File: src/rtl/coh_pkg.sv
package coh_pkg;
  typedef enum logic [4:0] {
    C_NP, C_INV, C_SHD, C_OWN, C_MOD,
    C_RD_AD, C_WR_AD, C_UP_AD, C_OU_A,
    C_RD_A, C_WR_A, C_UP_A,
    C_MW_A, C_OW_A, C_LW_A,
    C_RD_D, C_RD_DI, C_WR_D, C_WR_DF, C_WR_DI, C_WR_DFI, C_UP_D, C_UP_DF
  } cst_e;

  typedef enum logic [1:0] {BT_RD = 2'd0, BT_RDI = 2'd1, BT_RDX = 2'd2, BT_WB = 2'd3} bus_e;

  typedef enum logic [4:0] {
    EV_NONE, EV_LD, EV_IF, EV_ST, EV_LDPF, EV_STPF, EV_REPL, EV_BADOP,
    EV_OGETS, EV_OGETI, EV_OGETX, EV_OPUTX,
    EV_XGETS, EV_XGETI, EV_XGETX, EV_XPUTX, EV_DATA
  } ev_e;

  typedef struct packed {
    logic stall;
    logic err;
    logic issue;
    bus_e ity;
    logic alloc;
    logic setpf;
    logic save;
    logic wline;
    logic cptbe;
    logic done_ld;
    logic done_st;
    logic rsp_line;
    logic rsp_tbe;
    logic rec;
    logic fwd;
    logic free_tbe;
    cst_e nxt;
  } act_t;

  function automatic logic [1:0] perm_of(cst_e s);
    case (s)
      C_NP, C_INV, C_MW_A, C_LW_A: perm_of = 2'd0;
      C_SHD, C_OWN:                perm_of = 2'd1;
      C_MOD:                       perm_of = 2'd2;
      default:                     perm_of = 2'd3;
    endcase
  endfunction

  function automatic logic is_trans(cst_e s);
    is_trans = !(s inside {C_NP, C_INV, C_SHD, C_OWN, C_MOD});
  endfunction
endpackage

File: src/rtl/coh_evt_sel.sv
module coh_evt_sel
  import coh_pkg::*;
#(
  parameter int NNODES  = 4,
  parameter int AW      = 2,
  parameter int NIDW    = 2,
  parameter int NODE_ID = 0
) (
  input  logic            req_valid,
  input  logic [2:0]      req_op,
  input  logic [AW-1:0]   req_addr,
  input  logic            snp_valid,
  input  logic [1:0]      snp_type,
  input  logic [NIDW-1:0] snp_src,
  input  logic [AW-1:0]   snp_addr,
  input  logic            dat_valid,
  input  logic [AW-1:0]   dat_addr,
  output ev_e             ev,
  output logic [AW-1:0]   ev_addr
);
  logic own;
  assign own = (snp_src == NIDW'(NODE_ID));

  always_comb begin
    ev = EV_NONE;
    ev_addr = req_addr;
    if (dat_valid) begin
      ev = EV_DATA;
      ev_addr = dat_addr;
    end else if (snp_valid) begin
      ev_addr = snp_addr;
      case (snp_type)
        2'd0:    ev = own ? EV_OGETS : EV_XGETS;
        2'd1:    ev = own ? EV_OGETI : EV_XGETI;
        2'd2:    ev = own ? EV_OGETX : EV_XGETX;
        default: ev = own ? EV_OPUTX : EV_XPUTX;
      endcase
    end else if (req_valid) begin
      case (req_op)
        3'd0:    ev = EV_LD;
        3'd1:    ev = EV_IF;
        3'd2:    ev = EV_ST;
        3'd3:    ev = EV_LDPF;
        3'd4:    ev = EV_STPF;
        3'd5:    ev = EV_REPL;
        default: ev = EV_BADOP;
      endcase
    end
  end
endmodule

File: src/rtl/coh_next.sv
module coh_next
  import coh_pkg::*;
(
  input  cst_e st,
  input  ev_e  ev,
  input  logic tbe_busy,
  output act_t a
);
  logic rd_own, rd_oth, oth, dem;

  always_comb begin
    rd_own = ev inside {EV_OGETS, EV_OGETI};
    rd_oth = ev inside {EV_XGETS, EV_XGETI};
    oth    = rd_oth || (ev == EV_XGETX);
    dem    = ev inside {EV_LD, EV_IF, EV_ST, EV_REPL};
    a      = '0;
    a.ity  = BT_RD;
    a.nxt  = st;
    if (ev == EV_NONE || ev == EV_XPUTX) begin
      a.nxt = st;
    end else if (is_trans(st) && dem) begin
      a.stall = 1'b1;
    end else if (is_trans(st) && ev == EV_LDPF) begin
      a.stall = st inside {C_RD_DI, C_WR_DI, C_WR_DFI, C_MW_A, C_OW_A, C_LW_A};
    end else if (is_trans(st) && ev == EV_STPF) begin
      a.stall = !(st inside {C_WR_AD, C_UP_AD, C_OU_A, C_WR_A, C_UP_A, C_WR_D, C_UP_D});
    end else begin
      case (st)
        C_NP, C_INV: begin
          if (ev inside {EV_LD, EV_IF, EV_LDPF}) begin
            a.issue = 1'b1; a.alloc = 1'b1; a.nxt = C_RD_AD;
            a.ity = (ev == EV_IF) ? BT_RDI : BT_RD;
            a.setpf = (ev == EV_LDPF);
          end else if (ev inside {EV_ST, EV_STPF}) begin
            a.issue = 1'b1; a.alloc = 1'b1; a.nxt = C_WR_AD; a.ity = BT_RDX;
            a.setpf = (ev == EV_STPF);
          end else if (ev == EV_REPL && st == C_INV) a.nxt = C_NP;
          else if (!oth) a.err = 1'b1;
        end
        C_SHD: begin
          if (ev inside {EV_LD, EV_IF}) a.done_ld = 1'b1;
          else if (ev == EV_ST) begin
            a.issue = 1'b1; a.alloc = 1'b1; a.ity = BT_RDX; a.nxt = C_UP_AD;
          end else if (ev == EV_STPF) begin
            a.issue = 1'b1; a.alloc = 1'b1; a.ity = BT_RDX; a.setpf = 1'b1; a.nxt = C_WR_AD;
          end else if (ev == EV_REPL) a.nxt = C_NP;
          else if (ev == EV_XGETX) a.nxt = C_INV;
          else if (!(rd_oth || ev == EV_LDPF)) a.err = 1'b1;
        end
        C_OWN, C_MOD: begin
          if (ev inside {EV_LD, EV_IF}) a.done_ld = 1'b1;
          else if (ev inside {EV_ST, EV_STPF} && st == C_OWN) begin
            a.issue = 1'b1; a.alloc = 1'b1; a.ity = BT_RDX; a.nxt = C_OU_A;
            a.setpf = (ev == EV_STPF);
          end else if (ev == EV_ST) a.done_st = 1'b1;
          else if (ev == EV_REPL) begin
            a.issue = 1'b1; a.alloc = 1'b1; a.ity = BT_WB; a.cptbe = 1'b1;
            a.nxt = (st == C_MOD) ? C_MW_A : C_OW_A;
          end else if (rd_oth) begin
            a.rsp_line = 1'b1; a.nxt = C_OWN;
          end else if (ev == EV_XGETX) begin
            a.rsp_line = 1'b1; a.nxt = C_INV;
          end else if (!(ev inside {EV_LDPF, EV_STPF})) a.err = 1'b1;
        end
        C_RD_AD, C_WR_AD, C_UP_AD, C_OU_A: begin
          if (ev == EV_DATA && st != C_OU_A) begin
            a.save = 1'b1;
            a.nxt = (st == C_RD_AD) ? C_RD_A : (st == C_WR_AD) ? C_WR_A : C_UP_A;
          end else if (ev == EV_DATA) begin
            a.save = 1'b1; a.nxt = C_WR_A;
          end else if (rd_own && st == C_RD_AD) a.nxt = C_RD_D;
          else if (ev == EV_OGETX && st == C_WR_AD) a.nxt = C_WR_D;
          else if (ev == EV_OGETX && st == C_UP_AD) a.nxt = C_UP_D;
          else if (ev == EV_OGETX && st == C_OU_A) begin
            a.done_st = 1'b1; a.free_tbe = 1'b1; a.nxt = C_MOD;
          end else if (oth && st == C_OU_A) begin
            a.rsp_line = 1'b1;
            if (ev == EV_XGETX) a.nxt = C_WR_AD;
          end else if (ev == EV_XGETX && st == C_UP_AD) a.nxt = C_WR_AD;
          else if (!oth) a.err = 1'b1;
        end
        C_RD_A, C_WR_A, C_UP_A: begin
          if ((rd_own && st == C_RD_A) || (ev == EV_OGETX && st != C_RD_A)) begin
            a.wline = 1'b1; a.free_tbe = 1'b1;
            a.done_ld = (st == C_RD_A); a.done_st = (st != C_RD_A);
            a.nxt = (st == C_RD_A) ? C_SHD : C_MOD;
          end else if (ev == EV_XGETX && st == C_UP_A) a.nxt = C_WR_A;
          else if (!oth) a.err = 1'b1;
        end
        C_MW_A, C_OW_A, C_LW_A: begin
          if (ev == EV_OPUTX) begin
            a.free_tbe = 1'b1; a.nxt = C_INV;
          end else if (oth && st != C_LW_A) begin
            a.rsp_tbe = 1'b1;
            if (ev == EV_XGETX) a.nxt = C_LW_A;
          end else if (!oth) a.err = 1'b1;
        end
        C_RD_D, C_RD_DI: begin
          if (ev == EV_DATA) begin
            a.wline = 1'b1; a.done_ld = 1'b1; a.free_tbe = 1'b1;
            a.nxt = (st == C_RD_D) ? C_SHD : C_INV;
          end else if (ev == EV_XGETX) a.nxt = C_RD_DI;
          else if (!oth) a.err = 1'b1;
        end
        default: begin
          if (ev == EV_DATA) begin
            a.wline = 1'b1; a.done_st = 1'b1; a.free_tbe = 1'b1;
            a.fwd = !(st inside {C_WR_D, C_UP_D});
            a.nxt = (st inside {C_WR_D, C_UP_D}) ? C_MOD :
                    (st inside {C_WR_DF, C_UP_DF}) ? C_OWN : C_INV;
          end else if (oth && st inside {C_WR_D, C_UP_D}) begin
            a.rec = 1'b1;
            a.nxt = rd_oth ? ((st == C_WR_D) ? C_WR_DF : C_UP_DF) : C_WR_DI;
          end else if (oth && st inside {C_WR_DF, C_UP_DF}) begin
            a.rec = 1'b1;
            if (ev == EV_XGETX) a.nxt = C_WR_DFI;
          end else if (!oth) a.err = 1'b1;
        end
      endcase
      if (a.alloc && tbe_busy) begin
        a = '0; a.ity = BT_RD; a.nxt = st; a.stall = 1'b1;
      end
    end
  end
endmodule

File: src/rtl/coh_line_store.sv
module coh_line_store
  import coh_pkg::*;
#(
  parameter int NLINES = 4,
  parameter int DW     = 16,
  localparam int AW    = $clog2(NLINES)
) (
  input  logic              clk,
  input  logic              rst_n,
  input  logic [AW-1:0]     rd_addr,
  output cst_e              rd_st,
  output logic [DW-1:0]     rd_d,
  input  logic [AW-1:0]     lk_addr,
  output cst_e              lk_st,
  input  logic              we_st,
  input  cst_e              st_w,
  input  logic              we_d,
  input  logic [DW-1:0]     d_w,
  output logic [NLINES-1:0] busy_mask
);
  cst_e          st_q [NLINES];
  logic [DW-1:0] d_q  [NLINES];

  assign rd_st = st_q[rd_addr];
  assign rd_d  = d_q[rd_addr];
  assign lk_st = st_q[lk_addr];

  for (genvar i = 0; i < NLINES; i++) begin : g_line
    assign busy_mask[i] = is_trans(st_q[i]);
    always_ff @(posedge clk or negedge rst_n) begin
      if (!rst_n) begin
        st_q[i] <= C_NP;
        d_q[i]  <= '0;
      end else if (rd_addr == AW'(i)) begin
        if (we_st) st_q[i] <= st_w;
        if (we_d)  d_q[i]  <= d_w;
      end
    end
  end
endmodule

File: src/rtl/coh_snoop_ctrl.sv
module coh_snoop_ctrl
  import coh_pkg::*;
#(
  parameter int NLINES  = 4,
  parameter int NNODES  = 4,
  parameter int DW      = 16,
  parameter int NODE_ID = 0,
  localparam int AW     = $clog2(NLINES),
  localparam int NIDW   = $clog2(NNODES)
) (
  input  logic              clk,
  input  logic              rst_n,
  input  logic              req_valid,
  output logic              req_ready,
  input  logic [2:0]        req_op,
  input  logic [AW-1:0]     req_addr,
  input  logic              snp_valid,
  output logic              snp_ready,
  input  logic [1:0]        snp_type,
  input  logic [NIDW-1:0]   snp_src,
  input  logic [AW-1:0]     snp_addr,
  input  logic              dat_valid,
  output logic              dat_ready,
  input  logic [AW-1:0]     dat_addr,
  input  logic [DW-1:0]     dat_data,
  output logic              areq_valid,
  output logic [1:0]        areq_type,
  output logic [AW-1:0]     areq_addr,
  output logic [DW-1:0]     areq_data,
  output logic              rsp_valid,
  output logic [NNODES-1:0] rsp_dest,
  output logic [AW-1:0]     rsp_addr,
  output logic [DW-1:0]     rsp_data,
  output logic              done_valid,
  output logic              done_store,
  output logic [AW-1:0]     done_addr,
  output logic [DW-1:0]     done_data,
  input  logic [AW-1:0]     look_addr,
  output logic [4:0]        look_state,
  output logic [1:0]        look_perm,
  output logic              proto_err
);
  ev_e               ev;
  logic [AW-1:0]     ev_addr;
  cst_e              cur_st, lk_st;
  logic [DW-1:0]     line_d, wdata;
  act_t              act;
  logic              fire, use_pf;
  logic [NLINES-1:0] busy_mask;

  logic              tbe_valid, tbe_pf;
  logic [AW-1:0]     tbe_addr;
  logic [DW-1:0]     tbe_data;
  logic [NNODES-1:0] tbe_fwd;

  coh_evt_sel #(.NNODES(NNODES), .AW(AW), .NIDW(NIDW), .NODE_ID(NODE_ID)) u_sel (
    .req_valid(req_valid), .req_op(req_op), .req_addr(req_addr),
    .snp_valid(snp_valid), .snp_type(snp_type), .snp_src(snp_src), .snp_addr(snp_addr),
    .dat_valid(dat_valid), .dat_addr(dat_addr), .ev(ev), .ev_addr(ev_addr));

  coh_next u_next (.st(cur_st), .ev(ev), .tbe_busy(tbe_valid), .a(act));

  coh_line_store #(.NLINES(NLINES), .DW(DW)) u_store (
    .clk(clk), .rst_n(rst_n), .rd_addr(ev_addr), .rd_st(cur_st), .rd_d(line_d),
    .lk_addr(look_addr), .lk_st(lk_st), .we_st(fire), .st_w(act.nxt),
    .we_d(fire && act.wline), .d_w(wdata), .busy_mask(busy_mask));

  assign fire       = (ev != EV_NONE) && !act.stall;
  assign dat_ready  = 1'b1;
  assign snp_ready  = !dat_valid;
  assign req_ready  = !dat_valid && !snp_valid && !act.stall;
  assign wdata      = (ev == EV_DATA) ? dat_data : tbe_data;
  assign use_pf     = tbe_valid && tbe_pf && (tbe_addr == ev_addr);
  assign look_state = lk_st;
  assign look_perm  = perm_of(lk_st);

  always_ff @(posedge clk or negedge rst_n) begin
    if (!rst_n) begin
      tbe_valid <= 1'b0; tbe_pf <= 1'b0; tbe_addr <= '0; tbe_data <= '0; tbe_fwd <= '0;
      areq_valid <= 1'b0; areq_type <= '0; areq_addr <= '0; areq_data <= '0;
      rsp_valid <= 1'b0; rsp_dest <= '0; rsp_addr <= '0; rsp_data <= '0;
      done_valid <= 1'b0; done_store <= 1'b0; done_addr <= '0; done_data <= '0;
      proto_err <= 1'b0;
    end else begin
      areq_valid <= fire && act.issue;
      rsp_valid  <= fire && (act.rsp_line || act.rsp_tbe || act.fwd);
      done_valid <= fire && (act.done_ld || act.done_st) && !use_pf;
      if (fire && act.err) proto_err <= 1'b1;
      if (fire && act.issue) begin
        areq_type <= act.ity;
        areq_addr <= ev_addr;
        areq_data <= line_d;
      end
      if (fire && (act.rsp_line || act.rsp_tbe || act.fwd)) begin
        rsp_addr <= ev_addr;
        rsp_dest <= act.fwd ? tbe_fwd : (NNODES'(1) << snp_src);
        rsp_data <= act.rsp_tbe ? tbe_data : act.fwd ? wdata : line_d;
      end
      if (fire && (act.done_ld || act.done_st)) begin
        done_store <= act.done_st;
        done_addr  <= ev_addr;
        done_data  <= act.wline ? wdata : line_d;
      end
      if (fire) begin
        if (act.alloc) begin
          tbe_valid <= 1'b1;
          tbe_addr  <= ev_addr;
          tbe_pf    <= act.setpf;
          tbe_fwd   <= '0;
          if (act.cptbe) tbe_data <= line_d;
        end
        if (act.save) tbe_data <= dat_data;
        if (act.rec) tbe_fwd <= tbe_fwd | (NNODES'(1) << snp_src);
        if (act.free_tbe) tbe_valid <= 1'b0;
      end
    end
  end
endmodule

File: config.mk
export PLATFORM = sky130hd
export DESIGN_NAME = coh_snoop_ctrl
export DESIGN_NICKNAME = d
export VERILOG_FILES = /design/src/rtl/coh_pkg.sv /design/src/rtl/coh_evt_sel.sv /design/src/rtl/coh_next.sv /design/src/rtl/coh_line_store.sv /design/src/rtl/coh_snoop_ctrl.sv
export SDC_FILE = /design/constraint.sdc
export NUM_CORES = 1
export LEC_CHECK = 0
export BUFFER_PORTS_ARGS = -buffer_cell sky130_fd_sc_hd__clkbuf_2
export CAP_MARGIN = 15
export CORE_AREA = 3 3 144 251
export CTS_BUF_LIST = sky130_fd_sc_hd__clkbuf_4 sky130_fd_sc_hd__clkbuf_8
export DETAILED_ROUTE_END_ITERATION = 8
export DIE_AREA = 0 0 147 254
export SLEW_MARGIN = 15
export SYNTH_ARGS = -nofsm -noshare
export SYNTH_HDL_FRONTEND = slang
export SYNTH_HIERARCHICAL = 1
export SYNTH_SLANG_ARGS = --single-unit
File: constraint.sdc
create_clock -name clk -period 4.29 [get_ports clk]
set_input_delay 0.429 -clock clk [delete_from_list [all_inputs] [get_ports clk]]
set_output_delay 0.429 -clock clk [all_outputs]
set_load 0.05 [all_outputs]
==> key figures <==
Route
  • Routed vias/inst: 5.34
  • DRT antenna net count: 0
  • TritonRoute pass-1 iters: 5
  • Total Wirelength: 35,200 um
  • Detailed Route Iter0 Violations: 420
  • WL/cell: 22.5 um
  • Via count: 8,340
  • Drc violations: 0

Global routing
  • Initial antenna violation count: 1
  • Overall Global Routing Usage: 0.192
  • First-pass GRT wire length: 54,400 um
  • Grt ovf: 0
  • Largest net degree at the start of global routing: 92
  • Vias in the first global route: 8,887

Clock network
  • H-Tree Depth: 4
  • Root Driver: clkbuf_8
  • CTS max path bufs: 2
  • TritonCTS Buffers: 17
  • Resized cells post-CTS: 0
  • TritonCTS clock tree: done
  • Clock latency on the worst-skew pair: 0.49 ns
  • Setup bufs post-CTS: 0
  • CTS Hold Bufs: 0
  • CTS Sinks: 173
  • Clock Pin Slew Worst Setup and Hold Paths: 0.09 ns

Timing
  • Slew Limit Fails: 0
  • Min Tclk post-route: 3.79 ns
  • Worst slew pin tran: 0.888 ns
  • RSZ-0062 raised after global routing: false
  • Final setup skew: 0.0163 ns
  • Period utilisation layout: 0.884
  • Final Hold Fails: 0
  • Setup_tns: 0 ns
  • Relative slew slack: 0.408
  • WHS: 0.0111 ns
  • Fmax: 0.264 GHz
  • Final setup vio count: 0

Floorplan
  • Die H: 254 um
  • Die area: 0.0373 mm2
  • I/O pin count: 111
  • Initial core utilization: 0.296
  • Core footprint: 0.0345 mm2
  • Die W: 147 um
  • Row Count: 90

Layout
  • Share of cells above drive strength 1: 0.424
  • Post-route cell area: 0.0126 mm2
  • Area delta synth->final: 23.1%
  • Nets: 1,125
  • Final non-filler cell total: 1,563

Yosys
  • Synthesized Nets: 960
  • Mean area per synthesized cell: 11.0 um2
  • Synthesis Warnings: 6
  • Mapped Cells: 924
  • Synth Cell Area: 0.0102 mm2

Status
  • Outcome: finished, final reports clean

Worst setup path
  • Worst Path Arrival: 3.36 ns
  • Flop2flop setup slack: 0.80 ns
  • Crit path buf inv count: 5
  • R2R depth: 13
  • Critical-path maximum fanout: 18
  • CP Launch Point: snp_valid
  • RR Endpoint: done_data[10]$_DFFE_PN0P_
  • CP Capture Type: output pin
  • Slowest stage delay, CP: 0.62 ns
  • R2r startpoint: u_store/st_q[0]$_DFFE_PN0P_
  • CP delay by family, top: compound AO/OA/AOI/OAI gates
  • Cells along the critical path: clkbuf_2 -> buf_4 -> mux2i_1 -> o21ai_4 -> mux4_2 -> buf_12 -> nor3_1 -> o2111a_1 -> o21ai_2 -> o31a_1 -> o32ai_4 -> buf_4 -> nor3_2 -> clkbuf_2
  • Startpoint types: primary input
  • Critical Path End: req_ready
  • Slowest-stage cell, CP: mux4_2
  • Worst endpoint required time: 3.86 ns
  • WP depth: 14
  • Critical path class: primary input to output pin

Place
  • Placed instance area: 0.0122 mm2
  • Placed cells: 1,530
  • IO Port Bufs: 109
  • DP HPWL: 26,700 um
  • Final GP Congestion: 1.04

Flow run
  • Max-cap violations: 0

Min path
  • Hold Crit Class: primary input to async pin

Pwr
  • Max VDD drop: 0.282 mV
  • Leakage: 5.74 nW
  • Power Dens Cells: 413 mW/mm2
  • Power after layout: 0.00519 W
-- final cells by class --
class	count	area (um2)
inverter	13	48.8
clock inverter	13	133
tap	460	576
multi-input combinational	664	5670
antenna	1	2.50
fill	3495	21900
timing repair buffer	220	1550
clock buffer	19	255
sequential	173	4330
-- through the flow --
stage | util | setup WS (ns)
final | 0.364 | 0.497
after detailed placement | 0.353 | 0.201
after floorplan | - | -0.171
after global placement | 0.353 | 0.156
after CTS | 0.364 | 0.473
after global routing | 0.364 | 0.350
-- per-layer routing --
metal	vias to the layer above	routed length [um]	track usage
li1	3794	-	-
met1	4195	12400	0.197
met2	247	19100	0.356
met3	104	1130	0.0282
met4	0	2570	0.133
met5	-	0	0
-- registers in the layout, indices dropped and copies added, names as in the netlist, 4 cells and up --
register / count
tbe_data: 16
rsp_data: 16
u_store/d_q: 64
done_data: 16
u_store/st_q: 20
tbe_fwd: 4
rsp_dest: 4
areq_data: 16
-- power by group --
group | switching, W | internal, W | leakage (nW)
Sequential | 0.000142 | 0.00181 | 2.37
Combinational | 0.00128 | 0.000802 | 3.19
Clock | 0.000656 | 0.000492 | 0.187
-- how the worst min path moves through the flow --
stage / from / endpoint / slack, ns / cells past startpoint
floorplan: rst_n / areq_addr[0]$_DFFE_PN0P_ / 0.13 / 0
global placement: proto_err$_DFFE_PN0P_ / proto_err$_DFFE_PN0P_ / 0.46 / 1
detailed placement: proto_err$_DFFE_PN0P_ / proto_err$_DFFE_PN0P_ / 0.45 / 1
CTS: rst_n / areq_valid$_DFF_PN0_ / 0.02 / 1
global route: rst_n / areq_valid$_DFF_PN0_ / 0.04 / 1
finish: rst_n / areq_valid$_DFF_PN0_ / 0.01 / 1
-- layout by cell type, fill, tap and decap left out, types with 6 or more instances in the layout --
cell type    n
o21a_1       6
clkbuf_2   108
buf_12      13
mux2_1      10
nand2_1     57
or3b_2      15
mux2i_1     18
mux4_2      26
clkbuf_8    18
nor2_1      50
a21oi_1     48
o31ai_1     19
mux2_2      92
nand2b_1    15
a31oi_1      8
nand4_1      6
a211oi_1     6
nand3b_1     6
mux2_4      37
buf_4       98
nor3_1      19
nor2b_1     19
or3_1        8
inv_1       11
nand3_1     10
a31o_1      15
dfrtp_1    173
o21ai_1     10
o32ai_1     15
o21ai_0     36
Note: power is estimated with default switching activity, not from simulation.
